===== config.mk =====
export PLATFORM = sky130hd
export DESIGN_NAME = cap_walker
export DESIGN_NICKNAME = d
export VERILOG_FILES = /design/src/rtl/cap_walk_pkg.sv /design/src/rtl/cw_entry_decode.sv /design/src/rtl/cw_hop_guard.sv /design/src/rtl/cap_walker.sv
export SDC_FILE = /design/constraint.sdc
export NUM_CORES = 1
export LEC_CHECK = 0
export ABC_AREA = 1
export BUFFER_PORTS_ARGS = -buffer_cell sky130_fd_sc_hd__buf_2
export CORE_UTILIZATION = 45
export CTS_CLUSTER_DIAMETER = 200
export DETAILED_ROUTE_END_ITERATION = 8
export GPL_ROUTABILITY_DRIVEN = 0
export GPL_TIMING_DRIVEN = 0
export PLACE_DENSITY_LB_ADDON = 0.25
export SLEW_MARGIN = 20
export SYNTH_ARGS = -nofsm -noshare
export SYNTH_HDL_FRONTEND = slang
export SYNTH_SLANG_ARGS = --single-unit

===== constraint.sdc =====
create_clock -name clk -period 2 [get_ports clk]
set_input_delay 0 -clock clk [delete_from_list [all_inputs] [get_ports clk]]
set_output_delay 0 -clock clk [all_outputs]
set_load 0.05 [all_outputs]

===== src/rtl/cap_walk_pkg.sv =====
package cap_walk_pkg;

    localparam int CFG_BYTES      = 4096;
    localparam int DW_AW          = $clog2(CFG_BYTES / 4);
    localparam int STATUS_DW      = 1;
    localparam int STATUS_CAP_BIT = 20;
    localparam int HEAD_DW        = 13;
    localparam int STD_FLOOR_DW   = 16;
    localparam int STD_SPACE_DW   = 64;
    localparam int EXT_HEAD_DW    = 64;

    typedef enum logic [1:0] {
        ST_IDLE,
        ST_READ,
        ST_EVAL,
        ST_DONE
    } walk_state_e;

    typedef enum logic [1:0] {
        PH_STATUS,
        PH_HEAD,
        PH_ENTRY
    } walk_phase_e;

    typedef struct packed {
        logic             empty;
        logic             hit;
        logic             last;
        logic [3:0]       ver;
        logic [DW_AW-1:0] next_dw;
    } entry_view_t;

    // Byte pointer of a standard list to a dword index; low bits dropped.
    function automatic logic [DW_AW-1:0] std_ptr_dw(input logic [7:0] ptr);
        return DW_AW'(ptr[7:2]);
    endfunction

    // A standard pointer landing inside the header (below 40h) ends the list.
    function automatic logic std_ptr_ends(input logic [7:0] ptr);
        return ptr[7:6] == 2'b00;
    endfunction

endpackage


===== src/rtl/cw_entry_decode.sv =====
module cw_entry_decode
    import cap_walk_pkg::*;
(
    input  logic        ext_i,
    input  logic        first_i,
    input  logic [31:0] word_i,
    input  logic [15:0] target_i,
    output entry_view_t view_o
);

    always_comb begin
        view_o = '0;
        if (ext_i) begin
            view_o.empty   = first_i && (word_i == 32'h0);
            view_o.hit     = !view_o.empty && (word_i[15:0] == target_i);
            view_o.ver     = word_i[19:16];
            view_o.next_dw = word_i[31:22];
            view_o.last    = (word_i[31:22] == '0);
        end else begin
            view_o.empty   = 1'b0;
            view_o.hit     = (target_i[15:8] == 8'h0) && (word_i[7:0] == target_i[7:0]);
            view_o.ver     = 4'h0;
            view_o.next_dw = std_ptr_dw(word_i[15:8]);
            view_o.last    = std_ptr_ends(word_i[15:8]);
        end
    end

endmodule


===== src/rtl/cw_hop_guard.sv =====
module cw_hop_guard #(
    parameter int CNT_W = 11
) (
    input  logic             clk,
    input  logic             rst,
    input  logic             clear_i,
    input  logic             step_i,
    input  logic [CNT_W-1:0] limit_i,
    output logic             last_hop_o
);

    logic [CNT_W-1:0] count_q;

    always_ff @(posedge clk) begin
        if (rst || clear_i) begin
            count_q <= '0;
        end else if (step_i) begin
            count_q <= count_q + 1'b1;
        end
    end

    assign last_hop_o = (count_q == (limit_i - 1'b1));

endmodule


===== src/rtl/cap_walker.sv =====
module cap_walker
    import cap_walk_pkg::*;
#(
    parameter int STD_HOPS = 64,
    parameter int EXT_HOPS = 1024
) (
    input  logic              clk,
    input  logic              rst,
    input  logic              start_i,
    input  logic              ext_sel_i,
    input  logic [15:0]       target_id_i,
    output logic              rd_en_o,
    output logic [DW_AW-1:0]  rd_addr_o,
    input  logic [31:0]       rd_data_i,
    output logic              busy_o,
    output logic              done_o,
    output logic              found_o,
    output logic              error_o,
    output logic [DW_AW-1:0]  match_dw_o,
    output logic [3:0]        version_o
);

    localparam int MAX_HOPS = (STD_HOPS > EXT_HOPS) ? STD_HOPS : EXT_HOPS;
    localparam int CNT_W    = $clog2(MAX_HOPS + 1);

    walk_state_e      state_q;
    walk_phase_e      phase_q;
    logic             ext_q;
    logic [15:0]      target_q;
    logic [DW_AW-1:0] addr_q;
    logic             found_q;
    logic             err_q;
    logic [DW_AW-1:0] match_q;
    logic [3:0]       ver_q;

    entry_view_t      view;
    logic             first_entry;
    logic             last_hop;
    logic             hop_clear;
    logic             hop_step;
    logic [CNT_W-1:0] hop_limit;
    logic             in_entry_eval;

    assign first_entry   = ext_q && (addr_q == DW_AW'(EXT_HEAD_DW));
    assign hop_limit     = ext_q ? CNT_W'(EXT_HOPS) : CNT_W'(STD_HOPS);
    assign hop_clear     = (state_q == ST_IDLE) && start_i;
    assign in_entry_eval = (state_q == ST_EVAL) && (phase_q == PH_ENTRY);
    assign hop_step      = in_entry_eval && !view.empty && !view.hit
                           && !view.last && !last_hop;

    cw_entry_decode u_decode (
        .ext_i    (ext_q),
        .first_i  (first_entry),
        .word_i   (rd_data_i),
        .target_i (target_q),
        .view_o   (view)
    );

    cw_hop_guard #(
        .CNT_W (CNT_W)
    ) u_guard (
        .clk        (clk),
        .rst        (rst),
        .clear_i    (hop_clear),
        .step_i     (hop_step),
        .limit_i    (hop_limit),
        .last_hop_o (last_hop)
    );

    always_ff @(posedge clk) begin
        if (rst) begin
            state_q  <= ST_IDLE;
            phase_q  <= PH_STATUS;
            ext_q    <= 1'b0;
            target_q <= '0;
            addr_q   <= '0;
            found_q  <= 1'b0;
            err_q    <= 1'b0;
            match_q  <= '0;
            ver_q    <= '0;
        end else begin
            unique case (state_q)
                ST_IDLE: begin
                    if (start_i) begin
                        ext_q    <= ext_sel_i;
                        target_q <= target_id_i;
                        found_q  <= 1'b0;
                        err_q    <= 1'b0;
                        match_q  <= '0;
                        ver_q    <= '0;
                        state_q  <= ST_READ;
                        if (ext_sel_i) begin
                            phase_q <= PH_ENTRY;
                            addr_q  <= DW_AW'(EXT_HEAD_DW);
                        end else begin
                            phase_q <= PH_STATUS;
                            addr_q  <= DW_AW'(STATUS_DW);
                        end
                    end
                end
                ST_READ: begin
                    state_q <= ST_EVAL;
                end
                ST_EVAL: begin
                    unique case (phase_q)
                        PH_STATUS: begin
                            if (rd_data_i[STATUS_CAP_BIT]) begin
                                phase_q <= PH_HEAD;
                                addr_q  <= DW_AW'(HEAD_DW);
                                state_q <= ST_READ;
                            end else begin
                                state_q <= ST_DONE;
                            end
                        end
                        PH_HEAD: begin
                            if (std_ptr_ends(rd_data_i[7:0])) begin
                                state_q <= ST_DONE;
                            end else begin
                                phase_q <= PH_ENTRY;
                                addr_q  <= std_ptr_dw(rd_data_i[7:0]);
                                state_q <= ST_READ;
                            end
                        end
                        default: begin
                            if (view.empty) begin
                                state_q <= ST_DONE;
                            end else if (view.hit) begin
                                found_q <= 1'b1;
                                match_q <= addr_q;
                                ver_q   <= view.ver;
                                state_q <= ST_DONE;
                            end else if (view.last) begin
                                state_q <= ST_DONE;
                            end else if (last_hop) begin
                                err_q   <= 1'b1;
                                state_q <= ST_DONE;
                            end else begin
                                addr_q  <= view.next_dw;
                                state_q <= ST_READ;
                            end
                        end
                    endcase
                end
                default: begin
                    state_q <= ST_IDLE;
                end
            endcase
        end
    end

    assign rd_en_o    = (state_q == ST_READ);
    assign rd_addr_o  = addr_q;
    assign busy_o     = (state_q == ST_READ) || (state_q == ST_EVAL);
    assign done_o     = (state_q == ST_DONE);
    assign found_o    = found_q;
    assign error_o    = err_q;
    assign match_dw_o = match_q;
    assign version_o  = ver_q;

endmodule


* Word-level counts from Yosys, hierarchy flattened
Cells that the tools add are included.
** Storage, ports and cells
- Flip-flop bits (word level) :: 58
- Input bits :: 52
- Output and inout port bits :: 29
- Logic and storage cells :: 114
** Operators by class
- Mux-type cells :: 48
- Reduce and logical (&&, ||, !) cells :: 31
- Eq/ne operators :: 23
- Add/subtract/negate cells :: 2
** Operators with widths (count)
- $mux W10 :: 11
- $pmux W10 S2 :: 3
- $logic_not A32 Y1 :: 1
- $mux W2 :: 11
- $mux W17 :: 1
- $eq A16 B16 Y1 :: 1
- $mux W4 :: 4
- $ne A4 B2 Y1 const B :: 4
- $ne A2 B2 Y1 const B :: 7
- $pmux W2 S2 :: 3
- $add A11 B1 Y11 const B :: 1
- $eq A11 B11 Y1 :: 1
- $mux W11 :: 1
- $sub A11 B1 Y11 const B :: 1
- $eq A10 B7 Y1 const B :: 1
- $logic_and A1 B1 Y1 :: 10
- $logic_not A10 Y1 :: 1
- $reduce_and A5 Y1 :: 2
- $mux W1 :: 9
- $eq A8 B8 Y1 :: 1
- $logic_not A2 Y1 :: 4
- $logic_not A8 Y1 :: 1
- $pmux W4 S2 :: 1
- $reduce_and A8 Y1 :: 1
- 13 further kinds :: 23

* Logic depth before layout (Yosys ltp)
Gate-level depths: netlist of the first run.
- Depth in word-level cells :: 12
- Mapped depth :: 14
- Mapped depth without buffers :: 13

* Hierarchy
A second synthesis of the first run with hierarchy kept.
** Unflattened totals
- Cells, all modules :: 614
- Area, all modules :: 3778.6 sq um
** By module, submodules not included
- cap_walker :: cells an instance 322, area an instance 2244.7 sq um, times used 1, seq. area each 940.9 sq um
- cw_hop_guard :: cells an instance 162, area an instance 957.2 sq um, times used 1, seq. area each 220.2 sq um
- cw_entry_decode :: cells an instance 130, area an instance 576.8 sq um, times used 1, seq. area each 0.0 sq um

* Worst setup path after synthesis of the first run
OpenSTA, ideal clock, no wires.
- Path type :: register to register
- Start point :: reg addr_q[6], in the netlist rd_addr_o[6]
- End point :: reg match_q[2], in the netlist match_dw_o[2]
- Data arrival time :: 1.763 ns
- Required time :: 1.868 ns
- Setup slack :: 0.105 ns
- Clock period less this slack :: 1.895 ns
- Library setup time :: 0.132 ns
- Stages on the path, launching flop included :: 15
- Path buffers :: 1
- Cell sequence :: dfxtp_1 inv_1 nor2_1 nand2_1 nor2_1 nand2_1 nor2_2 nand2_1 nand3_2 nand2_1 nand2_4 nor2_8 buf_4 nand2_1 a21oi_1
** Between the ends
- Cells in the longest elaborated chain, start to end :: 8
- Elaborated cells on any way between the ends :: 9
- Those cells by class :: eq/ne: 3; mux: 1; reduce/logical: 5
** RTL lines
- start: declaration :: line cap_walker.sv:30 : logic [DW_AW-1:0] addr_q;
- start signal: assignment :: line cap_walker.sv:94 : addr_q <= DW_AW'(EXT_HEAD_DW);
- start signal: assignment :: line cap_walker.sv:97 : addr_q <= DW_AW'(STATUS_DW);
- start signal: assignment :: line cap_walker.sv:109 : addr_q <= DW_AW'(HEAD_DW);
- $eq A10 B7 Y1 (*) :: line cap_walker.sv:44 : assign first_entry = ext_q && (addr_q == DW_AW'(EXT_HEAD_DW));
- $logic_and A1 B1 Y1 (*) :: line cap_walker.sv:44
- $logic_and A1 B1 Y1 (*) :: line cw_entry_decode.sv:14 : view_o.empty = first_i && (word_i == 32'h0);
- $logic_not A1 Y1 :: line cw_entry_decode.sv:15 : view_o.hit = !view_o.empty && (word_i[15:0] == target_i);
- $logic_and A1 B1 Y1 :: line cw_entry_decode.sv:15
- $mux W17 (*) :: line cw_entry_decode.sv:13 : if (ext_i) begin
- $ne A2 B2 Y1 (no source line)
- $reduce_and A5 Y1 (no source line) (*)
- end signal: assignment :: line cap_walker.sv:129 : match_q <= addr_q;
- end: declaration :: line cap_walker.sv:33 : logic [DW_AW-1:0] match_q;
Every way passes the cells marked *; elsewhere a longest branch is shown, timed or not.
A chain may end at the register's enable or synchronous reset.

* Final worst setup path of the first run
- Start point :: reg state_q[0]
- End point :: reg match_q[4], in the netlist match_dw_o[4]
** Between the ends
- Cells in the longest elaborated chain, start to end :: 3
- Elaborated cells on any way between the ends :: 9
- Those cells by class :: eq/ne: 5; mux: 1; reduce/logical: 3
** RTL lines
- start: declaration :: line cap_walker.sv:26 : walk_state_e state_q;
- start signal: assignment :: line cap_walker.sv:72 : state_q <= ST_IDLE;
- start signal: assignment :: line cap_walker.sv:91 : state_q <= ST_READ;
- start signal: assignment :: line cap_walker.sv:102 : state_q <= ST_EVAL;
- $eq A2 B2 Y1 or $logic_not A2 Y1 (tied branches) :: line cap_walker.sv:82 : unique case (state_q)
- $ne A2 B2 Y1 (no source line) or $reduce_bool A2 Y1 (tied branches)
- $reduce_and A5 Y1 (no source line)
Several ways; a longest one is shown, not always the timed one.

==> run metrics, run 1 <==
status completed; Layout Nets between 600 and 700; Synth top area share 0.366; Die Ht approximately 86 µm; Worst-Skew Late Latency ~340 ps; CTS buffer count 9; total congestion overflow 0; Lkg Pwr about 0.0019 µW; Root Driver clkbuf_8; P_int approximately 2300 µW; num rows 30; worst-path maximum fanout 8; Power Total ~4200 µW; via-per-instance ratio around 4.9; unrepaired setup endpoints after global routing no; DP Worst Slack -251 ps; Initial Util 0.466; Yosys warnings 0; main area contributors after synthesis dfxtp_1 37%, nand2_1 14%, nor2_1 9.0%; post-synth cell types 32; Detailed Routing Iterations Pass 1 5; vias in the first global route approximately 3100; Synth Net Count approximately 540; DR vias 3458; die area approximately 7400 µm²; Fin. Hold Viols 0; gr usage total 0.253; Yosys top cell by area dfxtp_1; Logic pwr share 0.405; Worst Skew 8.94 ps; Clock power frac 0.228; Final Cycle Share 0.941; most frequent cell after synthesis nand2_1; CP startpoint kind flip-flop; CP endpoint kind flip-flop; cell count after synthesis a little under 500; relative slew slack 0.665; ys async rst share 0; drt first-iter violations 199; Slew @ Worst Pin 502 ps; Post-synth EDFFs 0; Diodes inserted 0; Pwr Density between 1000 and 1500 nW/µm²; final slew viol count 0; register bit total from synthesis 58; initial antenna violation count 0; Longest Clk Path Bufs 2; PortBufs 80; Net Sw Power between 1500 and 2000 µW; I/O Pins slightly above 80; Worst VDD drop approximately 0.99 mV; Clock Sinks 58; die width about 86 µm; CTS tree built; largest net degree at the start of global routing 16; final setup margin roughly 120 ps; sequential area share after synthesis 0.366; Layout Area Growth over Synthesis 31.3%; Flop pwr share 0.367; Final setup viols 0; post-synthesis cell area 3170 µm²; htree depth 3; first-pass GRT wire length roughly 15 mm; Worst-path clk slew approximately 70 ps; Final min period roughly 1900 ps; max_cap viols 0; Post-route DRC 0; critical path required time between 2000 and 2500 ps; share of cells above drive strength 1 0.225; WL/cell 12.8 µm; DRT Wirelength between 8 and 9 mm; Setup CP Type flip-flop to flip-flop; top_reg_cell synth dfxtp_1; antenna-violating nets left 0; max frequency about 0.53 GHz; Sw Share 0.439; synth cell count leaders 114 x nand2_1, 76 x nor2_1, 58 x dfxtp_1; HP Class input pin to flip-flop; Worst Path Arrival 2150 ps; Synth Area per Inst 6.52 µm²; DP HPWL 6.53 mm; Core ar. ~6800 µm²
routing by layer:
| layer | GRT usage | vias up | wire, µm |
|---|---|---|---|
| li1 | - | 1798 | - |
| met1 | 0.328 | 1553 | 4040 |
| met2 | 0.426 | 94 | 4310 |
| met3 | 0.0472 | 13 | 443 |
| met4 | 0.0788 | 0 | 157 |
| met5 | 0 | - | 0 |
worst paths after layout:
| check | startpoint | endpoint | slack [ps] | depth (start not counted) |
|---|---|---|---|---|
| worst max-delay path | state_q[0] | match_dw_o[4] | 120 | 11 |
| worst min-delay path | rd_data_i[31] | rd_addr_o[9] | 4 | 5 |
| worst max register to register | state_q[0] | match_dw_o[4] | 120 | 11 |
| worst min register to register | error_o | error_o | 470 | 2 |
sequential cells by signal (all words and copies together), names as in the netlist:
name / flops
state_q: 2
phase_q: 2
version_o: 4
error_o: 1
rd_addr_o: 10
u_guard.count_q: 11
ext_q: 1
found_o: 1
match_dw_o: 10
target_q: 16
through the flow:
stage                     instance area [µm²]   util  cells  hold WS (ps)  TNS [ps]
final                                    4160  0.613    701          4.21         0
after global routing                     4160  0.613    701          26.0         0
after CTS                                4080  0.600    697         0.426     -1.11
after detailed placement                 3690  0.543    662           257     -5270
after global placement                   3690  0.543    662           251     -4280
after floorplan                          3170      -    486          69.1         0
what timing repair did:
| action | CTS | global route |
|---|---|---|
| endpoints found under the setup margin | 34 | 37 |
| hold endpoints to repair | 20 | 0 |
| pin swaps | 0 | 3 |
| hold buffers | 19 | 0 |
| buffers inserted | 1 | 3 |
| cloned | 0 | 1 |
| gates resized for setup | 10 | 23 |
area by class of cell:
cell class              count  area, µm²
well taps                  96        120
inverters                  51        195
fillers                   668       2630
clock inverters             7       46.3
plain buffers              15       83.8
repair buffers            103        621
multi-input cells         362       1800
clock buffers               9        124
flip-flops and latches     58       1170
power by group through the flow:
stage | clock (µW) | combinational, µW | sequential (µW)
CTS | 963 | 1600 | 1520
floorplan | 0 | 970 | 1690
detailed placement | 0 | 1510 | 1540
finish | 951 | 1690 | 1530
global route | 1010 | 1890 | 1560
global placement | 0 | 1490 | 1540
worst max-delay path: stages (launching register included):
cell and delay, ps:
dfxtp_4 380, inv_1 80, ha_1 240, inv_2 90, nor2_2 60, a21oi_4 160, o21ai_2 80, a21oi_2 180
nand2_4 130, nor2_8 190, nand2_1 80, a21oi_1 130
placed cells by master (no fill, tap or decap), types with 3 or more instances in the layout:
master,netlist,layout
buf_2,0,81
nor2_1,76,71
xnor2_1,5,5
clkbuf_2,0,3
clkinvlp_4,0,3
clkbuf_1,11,7
nor3_1,4,4
dfxtp_1,58,54
nand4_1,7,7
clkbuf_8,0,9
nor2_2,2,6
dlygate4sd3_1,0,19
clkinv_2,0,4
buf_4,2,4
o21ai_0,34,33
xor2_1,9,9
inv_2,3,3
ha_1,6,5
nand3_1,35,35
inv_1,47,46
a21oi_1,53,51
nand2_1,114,113
buf_6,2,3
logic make-up (layout without fill, tap and decap cells):
| family | after synthesis | count (layout) | synth area share |
|---|---|---|---|
| xor+xnor | 14 | 14 | 0.0387 |
| flops | 58 | 58 | 0.366 |
| compound gates | 92 | 92 | 0.148 |
| fa+ha+maj | 6 | 6 | 0.0237 |
| buf+inv | 67 | 185 | 0.0865 |
| simple gates | 249 | 250 | 0.336 |
No activity file was read; power rests on OpenSTA's default activity.
==> run 2: changes to the inputs <==
==> constraint.sdc (replaced) <==
create_clock -name clk -period 2 [get_ports clk]
set_input_delay 0.3 -clock clk [delete_from_list [all_inputs] [get_ports clk]]
set_output_delay 0.3 -clock clk [all_outputs]
set_load 0.05 [all_outputs]
==> run metrics, run 2 (synthesis gave the netlist of run 1 again) <==
worst-path cell chain inv_1 > ha_1 > inv_2 > nor2_2 > a21oi_4 > o21ai_2 > a21oi_2 > nand2_4 > nor2_4 > nand2_1 > a21oi_1; CTS tree built; final slew viol count 0; largest net degree at the start of global routing 16; Crit. Startpoint state_q[0]; Worst R2R End match_dw_o[7]; relative slew slack 0.635; Post-Layout Cell Count about 680; drt first-iter violations between 150 and 200; Final Cycle Share 0.945; Fin. Hold Viols 0; max_cap viols 0; Critical path destination match_dw_o[7]; Slew @ Worst Pin 547 ps; Lkg Pwr between 0.0015 and 0.002 µW; Diodes inserted 0; Final setup viols 0; # hold bufs at CTS 0; antenna-violating nets left 0; largest reg by FF count target_q; Clock Sinks between 50 and 60; Post-route DRC 0; initial antenna violation count 0; Core ar. around 6800 µm²; I/O Pins just over 80; Area after DPL approximately 3700 µm²; share of cells above drive strength 1 0.232; final setup margin around 110 ps; R2R Setup Slk 110 ps; RR Startpoint state_q[0]; Layout Area Growth over Synthesis 25.3%; Final min period between 1500 and 2000 ps; CTS buffer count 9; htree depth 3; Worst Reg-to-Reg Cells 11; Root Driver clkbuf_8; Worst VDD drop 0.936 mV; Layout Nets about 640; WL/cell roughly 13 µm; DP Cell Count roughly 660; Worst Skew between 8 and 9 ps; die width between 80 and 90 µm; HP Class input pin to flip-flop; num rows 30; most common cell after layout, fill and taps aside nand2_1; CP max stage delay 380 ps; first-pass GRT wire length around 14 mm; worst-path maximum fanout 7; CP endpoint kind flip-flop; CP startpoint kind flip-flop; Longest Clk Path Bufs 2; DP Worst Slack -251 ps; Power Total 4150 µW; DR vias around 3400; Worst-Skew Late Latency around 340 ps; DP HPWL 6.53 mm; Largest regs target_q x16, u_guard.count_q x11; die area between 7000 and 8000 µm²; DRT Wirelength 8.71 mm; CP max-delay cell dfxtp_4; Initial Util 0.466; Detailed Routing Iterations Pass 1 5; max frequency about 0.53 GHz; Worst Path Arrival between 2000 and 2500 ps; gr usage total 0.246; critical path required time ~2300 ps; Die Ht 85.9 µm; Setup CP Type flip-flop to flip-flop; total congestion overflow 0; Worst-path clk slew around 70 ps; PortBufs 80; most frequent cells in the layout 113 x nand2_1, 81 x buf_2, 71 x nor2_1; flip-flop count of the largest register after layout 16; status completed; Final Cell Area 3970 µm²; via-per-instance ratio 4.98; final setup TNS 0 ps; vias in the first global route ~3000; Pwr Density ~1000 nW/µm²
==> run 2: area by class of cell <==
type | count | area (µm²)
Timing Repair Buffer | 84 | 430
Clock buffer | 9 | 124
Inverter | 51 | 195
Multi-Input combinational cell | 362 | 1800
Buffer | 15 | 83.8
Sequential cell | 58 | 1170
Clock inverter | 7 | 46.3
Tap cell | 96 | 120
Fill cell | 690 | 2820
==> run 2: worst min path at each step <==
stage | startpoint | slack [ps] | endpoint | cells past startpoint
detailed placement | error_o | 460 | error_o | 2
finish | target_id_i[7] | 210 | target_q[7] | 3
floorplan | rst | 370 | match_dw_o[9] | 1
global route | rst | 220 | version_o[3] | 2
CTS | rst | 200 | match_dw_o[9] | 2
global placement | target_q[0] | 450 | target_q[0] | 2
==> run 2: stage by stage <==
stage	hold WS, ps	util
final	210	0.585
after global routing	223	0.585
after CTS	199	0.572
after detailed placement	464	0.543
after global placement	453	0.543
after floorplan	369	-
==> run 2: layer usage <==
metal | vias to the layer above | wire [µm] | GRT usage
li1 | 1758 | - | -
met1 | 1521 | 3980 | 0.329
met2 | 102 | 4070 | 0.399
met3 | 13 | 486 | 0.0491
met4 | 0 | 169 | 0.0788
met5 | - | 0 | 0
==> run 2: worst max-delay path, delay by kind of cell, from the launching register on <==
family / cells / cell delay (ps)
flops: 1 / 380
fa+ha+maj: 1 / 240
buf+inv: 2 / 180
compound gates: 4 / 540
simple gates: 4 / 470
==> run 2: where the power goes <==
| group | switching [µW] | internal [µW] | leakage (µW) | total, µW |
|---|---|---|---|---|
| Combinational | 1130 | 530 | 0.00127 | 1660 |
| Clock | 508 | 443 | 0.0000810 | 951 |
| Sequential | 188 | 1340 | 0.000475 | 1530 |
| Total | 1830 | 2320 | 0.00183 | 4150 |
==> run 2: repair_timing <==
| action | in CTS | in global routing |
|---|---|---|
| gates resized for setup | 10 | 23 |
| gates cloned | 0 | 1 |
| pin swaps | 0 | 3 |
| endpoints found under the setup margin | 34 | 37 |
| buffers inserted | 1 | 3 |
